===== src/rtl/rom_bank_pkg.sv =====
`timescale 1ns/1ps
package rom_bank_pkg;

  typedef enum logic [1:0] {
    ST_IDLE    = 2'd0,
    ST_ACCESS  = 2'd1,
    ST_RELEASE = 2'd2
  } rb_state_e;

  // Cycles between the chip enable falling and the output enable falling,
  // chosen so that both delay paths end on the same cycle.
  function automatic int unsigned rb_oe_lead(input int unsigned acc_cyc,
                                             input int unsigned oe_cyc);
    return (acc_cyc > oe_cyc) ? (acc_cyc - oe_cyc) : 0;
  endfunction

  // Width of the device-select field for a given device count.
  function automatic int unsigned rb_sel_width(input int unsigned n_chips);
    return (n_chips > 1) ? $clog2(n_chips) : 1;
  endfunction

  // Width of a counter that must reach acc_cyc.
  function automatic int unsigned rb_cnt_width(input int unsigned acc_cyc);
    return (acc_cyc > 1) ? $clog2(acc_cyc + 1) : 1;
  endfunction

endpackage


===== src/rtl/rom_bank_decode.sv =====
`timescale 1ns/1ps
module rom_bank_decode #(
  parameter int unsigned N_CHIPS = 4,
  parameter int unsigned SEL_W   = 2
) (
  input  logic [SEL_W-1:0]   sel,
  input  logic               en,
  output logic [N_CHIPS-1:0] ce_n
);
  // One comparator per device; an enable is low only for the matching select.
  for (genvar gi = 0; gi < N_CHIPS; gi++) begin : g_ce
    assign ce_n[gi] = ~(en && (sel == SEL_W'(gi)));
  end
endmodule


===== src/rtl/rom_bank_timer.sv =====
`timescale 1ns/1ps
module rom_bank_timer #(
  parameter int unsigned ACC_CYC = 6,
  parameter int unsigned LEAD    = 4,
  parameter int unsigned CNT_W   = 3
) (
  input  logic clk,
  input  logic rst_n,
  input  logic start,
  input  logic run,
  output logic oe_set,
  output logic last
);
  logic [CNT_W-1:0] cnt;

  // cnt holds the number of full cycles the chip enable has been low
  always_ff @(posedge clk or negedge rst_n) begin
    if (!rst_n)     cnt <= '0;
    else if (start) cnt <= '0;
    else if (run)   cnt <= cnt + CNT_W'(1);
  end

  if (LEAD == 0) begin : g_oe_now
    assign oe_set = start;
  end else begin : g_oe_late
    assign oe_set = run && (cnt == CNT_W'(LEAD - 1));
  end

  assign last = run && (cnt == CNT_W'(ACC_CYC - 1));
endmodule


===== src/rtl/rom_bank_capture.sv =====
`timescale 1ns/1ps
module rom_bank_capture #(
  parameter int unsigned DW = 8
) (
  input  logic          clk,
  input  logic          rst_n,
  input  logic          cap,
  input  logic          rel,
  input  logic [DW-1:0] bus,
  output logic [DW-1:0] data,
  output logic          done
);
  always_ff @(posedge clk or negedge rst_n) begin
    if (!rst_n) begin
      data <= '0;
      done <= 1'b0;
    end else begin
      if (cap) data <= bus;
      done <= rel;
    end
  end
endmodule


===== src/rtl/rom_bank_reader.sv =====
`timescale 1ns/1ps
module rom_bank_reader
  import rom_bank_pkg::*;
#(
  parameter int unsigned N_CHIPS = 4,
  parameter int unsigned DEV_AW  = 20,
  parameter int unsigned DW      = 8,
  parameter int unsigned ACC_CYC = 6,   // chip enable to data, cycles (>= 1)
  parameter int unsigned OE_CYC  = 2,   // output enable to data, cycles (1..ACC_CYC)
  localparam int unsigned SEL_W  = rb_sel_width(N_CHIPS),
  localparam int unsigned SYS_AW = DEV_AW + SEL_W
) (
  input  logic                clk,
  input  logic                rst_n,
  input  logic                rd_req,
  input  logic [SYS_AW-1:0]   rd_addr,
  output logic                rd_ready,
  output logic                rd_done,
  output logic [DW-1:0]       rd_data,
  output logic [DEV_AW-1:0]   dev_addr,
  output logic [N_CHIPS-1:0]  chip_ce_n,
  output logic                out_en_n,
  input  logic [DW-1:0]       dev_data
);
  localparam int unsigned LEAD  = rb_oe_lead(ACC_CYC, OE_CYC);
  localparam int unsigned CNT_W = rb_cnt_width(ACC_CYC);

  rb_state_e         state;
  logic [SYS_AW-1:0] addr_q;
  logic              ce_on;
  logic              oe_on;

  // Named internal events, also used by the bound checker
  logic accept_evt;
  logic oe_set_evt;
  logic last_evt;
  logic rel_evt;

  assign accept_evt = (state == ST_IDLE) && rd_req;
  assign rel_evt    = (state == ST_RELEASE);

  rom_bank_timer #(
    .ACC_CYC(ACC_CYC), .LEAD(LEAD), .CNT_W(CNT_W)
  ) u_timer (
    .clk   (clk),
    .rst_n (rst_n),
    .start (accept_evt),
    .run   (state == ST_ACCESS),
    .oe_set(oe_set_evt),
    .last  (last_evt)
  );

  always_ff @(posedge clk or negedge rst_n) begin
    if (!rst_n) begin
      state  <= ST_IDLE;
      addr_q <= '0;
      ce_on  <= 1'b0;
      oe_on  <= 1'b0;
    end else begin
      unique case (state)
        ST_IDLE:    if (accept_evt) state <= ST_ACCESS;
        ST_ACCESS:  if (last_evt)   state <= ST_RELEASE;
        ST_RELEASE: state <= ST_IDLE;
        default:    state <= ST_IDLE;
      endcase
      if (accept_evt) addr_q <= rd_addr;
      if (accept_evt)   ce_on <= 1'b1;
      else if (rel_evt) ce_on <= 1'b0;
      // output enable drops at the sample point, a cycle before the select
      if (last_evt)        oe_on <= 1'b0;
      else if (oe_set_evt) oe_on <= 1'b1;
    end
  end

  rom_bank_decode #(
    .N_CHIPS(N_CHIPS), .SEL_W(SEL_W)
  ) u_decode (
    .sel (addr_q[SYS_AW-1:DEV_AW]),
    .en  (ce_on),
    .ce_n(chip_ce_n)
  );

  rom_bank_capture #(.DW(DW)) u_capture (
    .clk  (clk),
    .rst_n(rst_n),
    .cap  (last_evt),
    .rel  (rel_evt),
    .bus  (dev_data),
    .data (rd_data),
    .done (rd_done)
  );

  assign dev_addr = addr_q[DEV_AW-1:0];
  assign out_en_n = ~oe_on;
  assign rd_ready = (state == ST_IDLE);
endmodule


===== config.mk =====
export PLATFORM = sky130hd
export DESIGN_NAME = rom_bank_reader
export DESIGN_NICKNAME = d
export VERILOG_FILES = /design/src/rtl/rom_bank_pkg.sv /design/src/rtl/rom_bank_decode.sv /design/src/rtl/rom_bank_timer.sv /design/src/rtl/rom_bank_capture.sv /design/src/rtl/rom_bank_reader.sv
export SDC_FILE = /design/constraint.sdc
export NUM_CORES = 1
export LEC_CHECK = 0
export BUFFER_PORTS_ARGS = -buffer_cell sky130_fd_sc_hd__clkbuf_2
export CORE_MARGIN = 1
export CORE_UTILIZATION = 47
export CTS_CLUSTER_SIZE = 24
export DETAILED_ROUTE_END_ITERATION = 12
export HOLD_SLACK_MARGIN = 0.06
export PLACE_DENSITY = 0.86
export SYNTH_ARGS = -nofsm -noshare
export SYNTH_HDL_FRONTEND = slang
export SYNTH_SLANG_ARGS = --single-unit

===== constraint.sdc =====
create_clock -name clk -period 1.7 [get_ports clk]
set_clock_uncertainty 0.15 [all_clocks]
set_input_delay 0.425 -clock clk [delete_from_list [all_inputs] [get_ports clk]]
set_output_delay 0.425 -clock clk [all_outputs]
set_load 0.1 [all_outputs]

==> results.py, run 1 <==
metrics = {
    "detailed_routing": {
        "wl_per_cell_um": 13.5,
        "antenna_left": 0,
        "num_vias": 1054,
        "drt_iter0_markers": 25,
        "drt_wl_total_mm": 3.04,
        "route.detailed.drc": 0,
        "firstDrtPassIters": 4,
        "viasPerCell": 4.66,
    },
    "floorplanning": {
        "initial_core_util": 0.495,
        "die_area_um2": 3810,
        "core_um2": 3390,
        "ioPinCount": 68,
        "die_w_um": 61.8,
        "die_h_um": 61.8,
        "rows": 21,
    },
    "yosys": {
        "avgSynthCellArea_um2": 14.2,
        "synth_top_area_frac": 0.567,
        "netlist_instances": 118,
        "synth_common_cells": "38 x dfrtp_1, 29 x mux2_2, 20 x buf_4",
        "synthMuxAreaShare": 0.201,
        "syn_area_um2": 1680,
        "synth.distinct_cells": 22,
        "synth.most_common_cell": "dfrtp_1",
        "synth_nets": 154,
        "synth_area_leaders": "dfrtp_1 57%, mux2_2 19%, buf_4 8.9%",
        "synth_adder_area_share": 0.0224,
        "synth_simple_gate_area_frac": 0.0582,
        "synth_flop_cell": "dfrtp_1",
        "synth-xor-area-share": 0,
        "async_reset_ff_frac": 1.00,
        "synth_compound_area_frac": 0.0306,
        "synth_seq_cells": 38,
        "yosysSeqAreaShare": 0.567,
        "synth_top_family_by_area": "multiplexers",
        "yosys_warnings": 0,
        "synth_edf_count": 0,
        "yosysTopAreaCell": "dfrtp_1",
    },
    "grt": {
        "grt.overflow.total": 0,
        "grt_pass1_wl_mm": 4.57,
        "grtUsageTotal": 0.171,
        "grt_pass1_vias": 1010,
        "antenna_found_initial": 0,
        "grt_max_degree": 23,
    },
    "sta": {
        "relSlewSlack": 0.709,
        "fin_ws_ps": -191,
        "fmax_mhz": 529,
        "finalMaxSlewViolations": 0,
        "rsz0062_at_grt": "yes",
        "final.setup.tns_ps": -726,
        "finalCritPeriodShare": 1.11,
        "hold_viol_final": 0,
        "setup_viol": 5,
        "layout_min_cycle_time_ps": 1890,
        "worstMarginPinSlew_ps": 436,
    },
    "clocking": {
        "clock-sinks": 38,
        "root_buffer": "clkbuf_4",
        "numCtsBuffers": 5,
        "clk_latency_ps": 330,
        "cts_buffer_depth": 2,
        "cts_max_level": 2,
        "path_clk_slew_ps": 110,
        "cts_tree": "done",
    },
    "hold_path": {
        "hp-class": "in2reg",
        "whs_path_depth": 2,
    },
    "worst_setup_path": {
        "timing.rr.start": "state[0]",
        "critPathMaxFanout": 2,
        "endpoint": "chip_ce_n[0]",
        "crit_arrival_ps": 1320,
        "start_kind": "register",
        "r2r_end": "addr_q[5]",
        "r2r_cells": 4,
        "worstSetupEndpointType": "primary output",
        "worstPathRequired_ps": 1120,
        "startpoint": "addr_q[20]",
        "crit_type": "reg2out",
        "r2r_slack_ps": 60,
    },
    "status": {
        "outcome": "complete, but fails checks",
        "violations": "setup timing",
    },
    "layout": {
        "fillers": 246,
        "syn_to_final_growth_pct": 35.6,
        "drive_gt1_frac": 0.661,
        "antenna_cells": 0,
        "fin_nets": 215,
        "finish.utilization": 0.671,
    },
    "placement": {
        "dpl_worst_slack_ps": 34.9,
        "io_buffers": 67,
        "dp_hpwl_mm": 2.40,
        "place.gp.congestion": 0.758,
    },
    "job": {
        "cap_violations": 0,
    },
}
==> final cells by class <==
| cell class | count | area [µm²] | share of cell area |
|---|---|---|---|
| Sequential cell | 38 | 953 | 0.419 |
| Timing Repair Buffer | 77 | 636 | 0.279 |
| Clock inverter | 2 | 12.5 | 0.00550 |
| Clock buffer | 6 | 51.3 | 0.0226 |
| Inverter | 5 | 18.8 | 0.00825 |
| Multi-Input combinational cell | 52 | 546 | 0.240 |
| Tap cell | 46 | 57.6 | 0.0253 |
==> critical path: stages, from the launching register on <==
cell,delay (ps)
dfrtp_1,400
or3_4,400
buf_12,180
==> kinds of logic (layout without fill, tap and decap cells) <==
group                    Yosys count  count (layout)
buffers and inverters             28              90
AO/OA/AOI/OAI                      7               7
flip-flops                        38              38
adder cells (fa/ha/maj)            3               3
AND/OR/NAND/NOR                   12              12
multiplexers                      30              30
==> timing repair <==
| item | in CTS | in global routing |
|---|---|---|
| hold buffers | 1 | 0 |
| endpoints found under the hold margin | 16 | 0 |
| pin swaps | 3 | 1 |
| setup endpoints to repair | 5 | 22 |
| gates cloned | 0 | 1 |
| setup buffers | 3 | 0 |
| gates resized for setup | 5 | 7 |
==> cell usage in the layout (no fill, tap or decap), drive strengths merged <==
cell type / count
a21boi: 1
a21o: 1
a21oi: 1
a31oi: 1
buf: 44
clkbuf: 38
clkinv: 1
clkinvlp: 1
dfrtp: 38
dlygate4sd3: 1
ha: 3
inv: 5
mux2: 30
nand2b: 2
nand3: 1
nand3b: 3
nand4b: 1
nor2: 1
nor2b: 1
nor3b: 2
o21bai: 1
o2bb2ai: 2
or3: 1
==> flip-flops by register name, indices dropped and copies added, names as in the netlist <==
name and flops:
addr_q 22, u_capture.data 8, u_timer.cnt 3, oe_on 1
u_capture.done 1, ce_on 1, state 2
==> worst min-delay path by stage <==
| stage | startpoint | endpoint | slack, ps |
|---|---|---|---|
| finish | dev_data[0] | u_capture.data[0] | 160 |
| global route | rd_addr[12] | addr_q[12] | 140 |
| CTS | rd_addr[12] | addr_q[12] | 140 |
| detailed placement | rst_n | addr_q[7] | 240 |
| global placement | rst_n | addr_q[9] | 230 |
| floorplan | rst_n | addr_q[0] | -20 |
==> metrics by stage <==
step	instances	cell area (µm²)	hold slack [ps]
CTS	225	2240	142
detailed placement	213	2130	236
floorplan	118	1690	-20.6
global placement	213	2130	226
global route	226	2270	140
finish	226	2270	164
==> layer usage <==
layer,part of all wire,track usage,vias up
li1,-,-,508
met2,0.52,0.312,52
met4,0.0066,0.0286,0
met1,0.39,0.191,492
met3,0.084,0.0663,2
met5,0,0,-
Power of run 1 is left out: the tool's default activity adds up to more than one toggle a clock period on the data nets, which glitch-free logic cannot reach.
==> run 2: changes to the inputs <==
CORE_MARGIN = unset   (was 1)
REMOVE_ABC_BUFFERS = 1   (was unset)
==> run 2 against run 1 <==
Against the previous run: the run still ends with setup timing left; first-iteration DRC count up 140%; global-route usage about the same; die area unchanged; via count increased by 7.6%; critical endpoint unchanged; largest cell class unchanged.
==> results.py, run 2 (synthesis gave the netlist of run 1 again) <==
metrics = {
    "status": {
        "outcome": "complete, but fails checks",
        "violations": "setup timing",
    },
    "worst_setup_path": {
        "crit_buf_inv": 1,
        "crit_path_cell_trace": "or3_4, buf_12",
        "crit_type": "reg2out",
        "worstPathRequired_ps": 1120,
        "crit_arrival_ps": 1340,
        "critPathMaxFanout": 3,
        "start_kind": "register",
        "cp_top_family": "flip-flops",
        "r2r_slack_ps": 0,
        "r2r_end": "addr_q[2]",
        "cp_slowest_cell": "dfrtp_1",
        "worstSetupEndpointType": "primary output",
        "r2r_cells": 5,
        "timing.rr.start": "state[1]",
        "cpPeakStageDelay_ps": 430,
    },
    "sta": {
        "layout_min_cycle_time_ps": 1910,
        "fmax_mhz": 523,
        "hold_viol_final": 0,
        "rsz0062_at_grt": "yes",
        "worstMarginPinSlew_ps": 398,
        "relSlewSlack": 0.735,
        "fin_ws_ps": -212,
        "finalCritPeriodShare": 1.12,
        "setup_viol": 4,
        "finalMaxSlewViolations": 0,
    },
    "hold_path": {
        "hp-class": "in2reg",
        "hold_end": "addr_q[3]",
        "holdCritStartpoint": "rd_addr[3]",
        "whs_path_depth": 2,
    },
    "clocking": {
        "clk_latency_ps": 330,
        "clock-sinks": 38,
        "cts_max_level": 2,
        "cts_buffer_depth": 2,
        "numCtsBuffers": 5,
        "path_clk_slew_ps": 130,
        "cts_tree": "done",
        "root_buffer": "clkbuf_4",
    },
    "grt": {
        "antenna_found_initial": 0,
        "grt_pass1_wl_mm": 4.57,
        "grt_max_degree": 26,
        "grt.overflow.total": 0,
        "grtUsageTotal": 0.170,
        "grt_pass1_vias": 1062,
    },
    "detailed_routing": {
        "drt_wl_total_mm": 4.18,
        "drt_iter0_markers": 59,
        "firstDrtPassIters": 4,
        "route.detailed.drc": 0,
        "antenna_left": 0,
        "viasPerCell": 4.89,
        "wl_per_cell_um": 18.0,
        "num_vias": 1134,
    },
    "placement": {
        "io_buffers": 67,
        "place.gp.congestion": 0.630,
        "dpl_worst_slack_ps": 77.1,
        "dpl.cell_count": 210,
        "dp_hpwl_mm": 2.35,
    },
    "layout": {
        "reg.largest.list": "addr_q: 22 flops, u_capture.data: 8 flops, u_timer.cnt: 3 flops",
        "fin_cells": 232,
        "final_common_cell": "dfrtp_1",
        "largest_reg_flops": 22,
        "syn_to_final_growth_pct": 48.2,
        "fillers": 203,
        "fin_nets": 221,
        "layout_common_cells": "36 x dfrtp_1, 32 x clkbuf_2, 32 x buf_4",
        "top_register": "addr_q",
        "drive_gt1_frac": 0.688,
        "antenna_cells": 0,
    },
    "floorplanning": {
        "die_h_um": 61.8,
        "die_area_um2": 3810,
        "ioPinCount": 68,
        "rows": 21,
        "core_um2": 3390,
        "initial_core_util": 0.495,
        "die_w_um": 61.8,
    },
    "job": {
        "cap_violations": 0,
    },
}
run 2: cell types whose count changed in the layout (fill, tap and decap cells not counted), moves of 2 or more:
cell / delta
bufinv_16: +2
clkbuf_16: +2
mux2_2: -17
mux2_4: +18
buf_4: +3
run 2: final cells by class:
type / count / area [µm²] / share of cell area
flip-flops and latches: 38 / 953 / 0.383
inverters: 5 / 18.8 / 0.00755
multi-input cells: 52 / 617 / 0.248
well taps: 46 / 57.6 / 0.0232
clock buffers: 6 / 51.3 / 0.0206
repair buffers: 83 / 728 / 0.293
clock inverters: 2 / 60.1 / 0.0242
run 2: worst max-delay path by stage:
stage / startpoint / cells past startpoint / slack [ps] / to
final: addr_q[20] / 2 / -210 / chip_ce_n[0]
after CTS: addr_q[20] / 2 / -180 / chip_ce_n[0]
after floorplan: state[0] / 1 / -640 / rd_ready
after global routing: addr_q[20] / 2 / -260 / chip_ce_n[0]
after global placement: ce_on / 3 / 110 / chip_ce_n[0]
after detailed placement: ce_on / 3 / 80 / chip_ce_n[0]
run 2: per-stage QoR:
step	TNS [ps]	cell area, µm²	util	hold slack, ps
after floorplan	-3810	1490	-	-20.6
after global placement	0	2100	0.620	197
after detailed placement	0	2100	0.620	215
after CTS	-466	2280	0.673	158
after global routing	-921	2490	0.733	134
final	-588	2490	0.733	151
run 2: routing by layer:
layer,up-vias,GRT usage,routed length [µm]
met1,556,0.173,1720
li1,514,-,-
met5,-,0,0
met3,4,0.0559,271
met4,0,0.0571,29
met2,60,0.326,2160
run 2: repair_timing:
action	CTS	global route
endpoints found under the hold margin	13	0
buffers inserted	5	5
gates resized for setup	7	24
endpoints found under the setup margin	4	28
hold buffers	1	0
pin swaps	1	4
gates cloned	0	3
Power of run 2 is left out for the same reason.
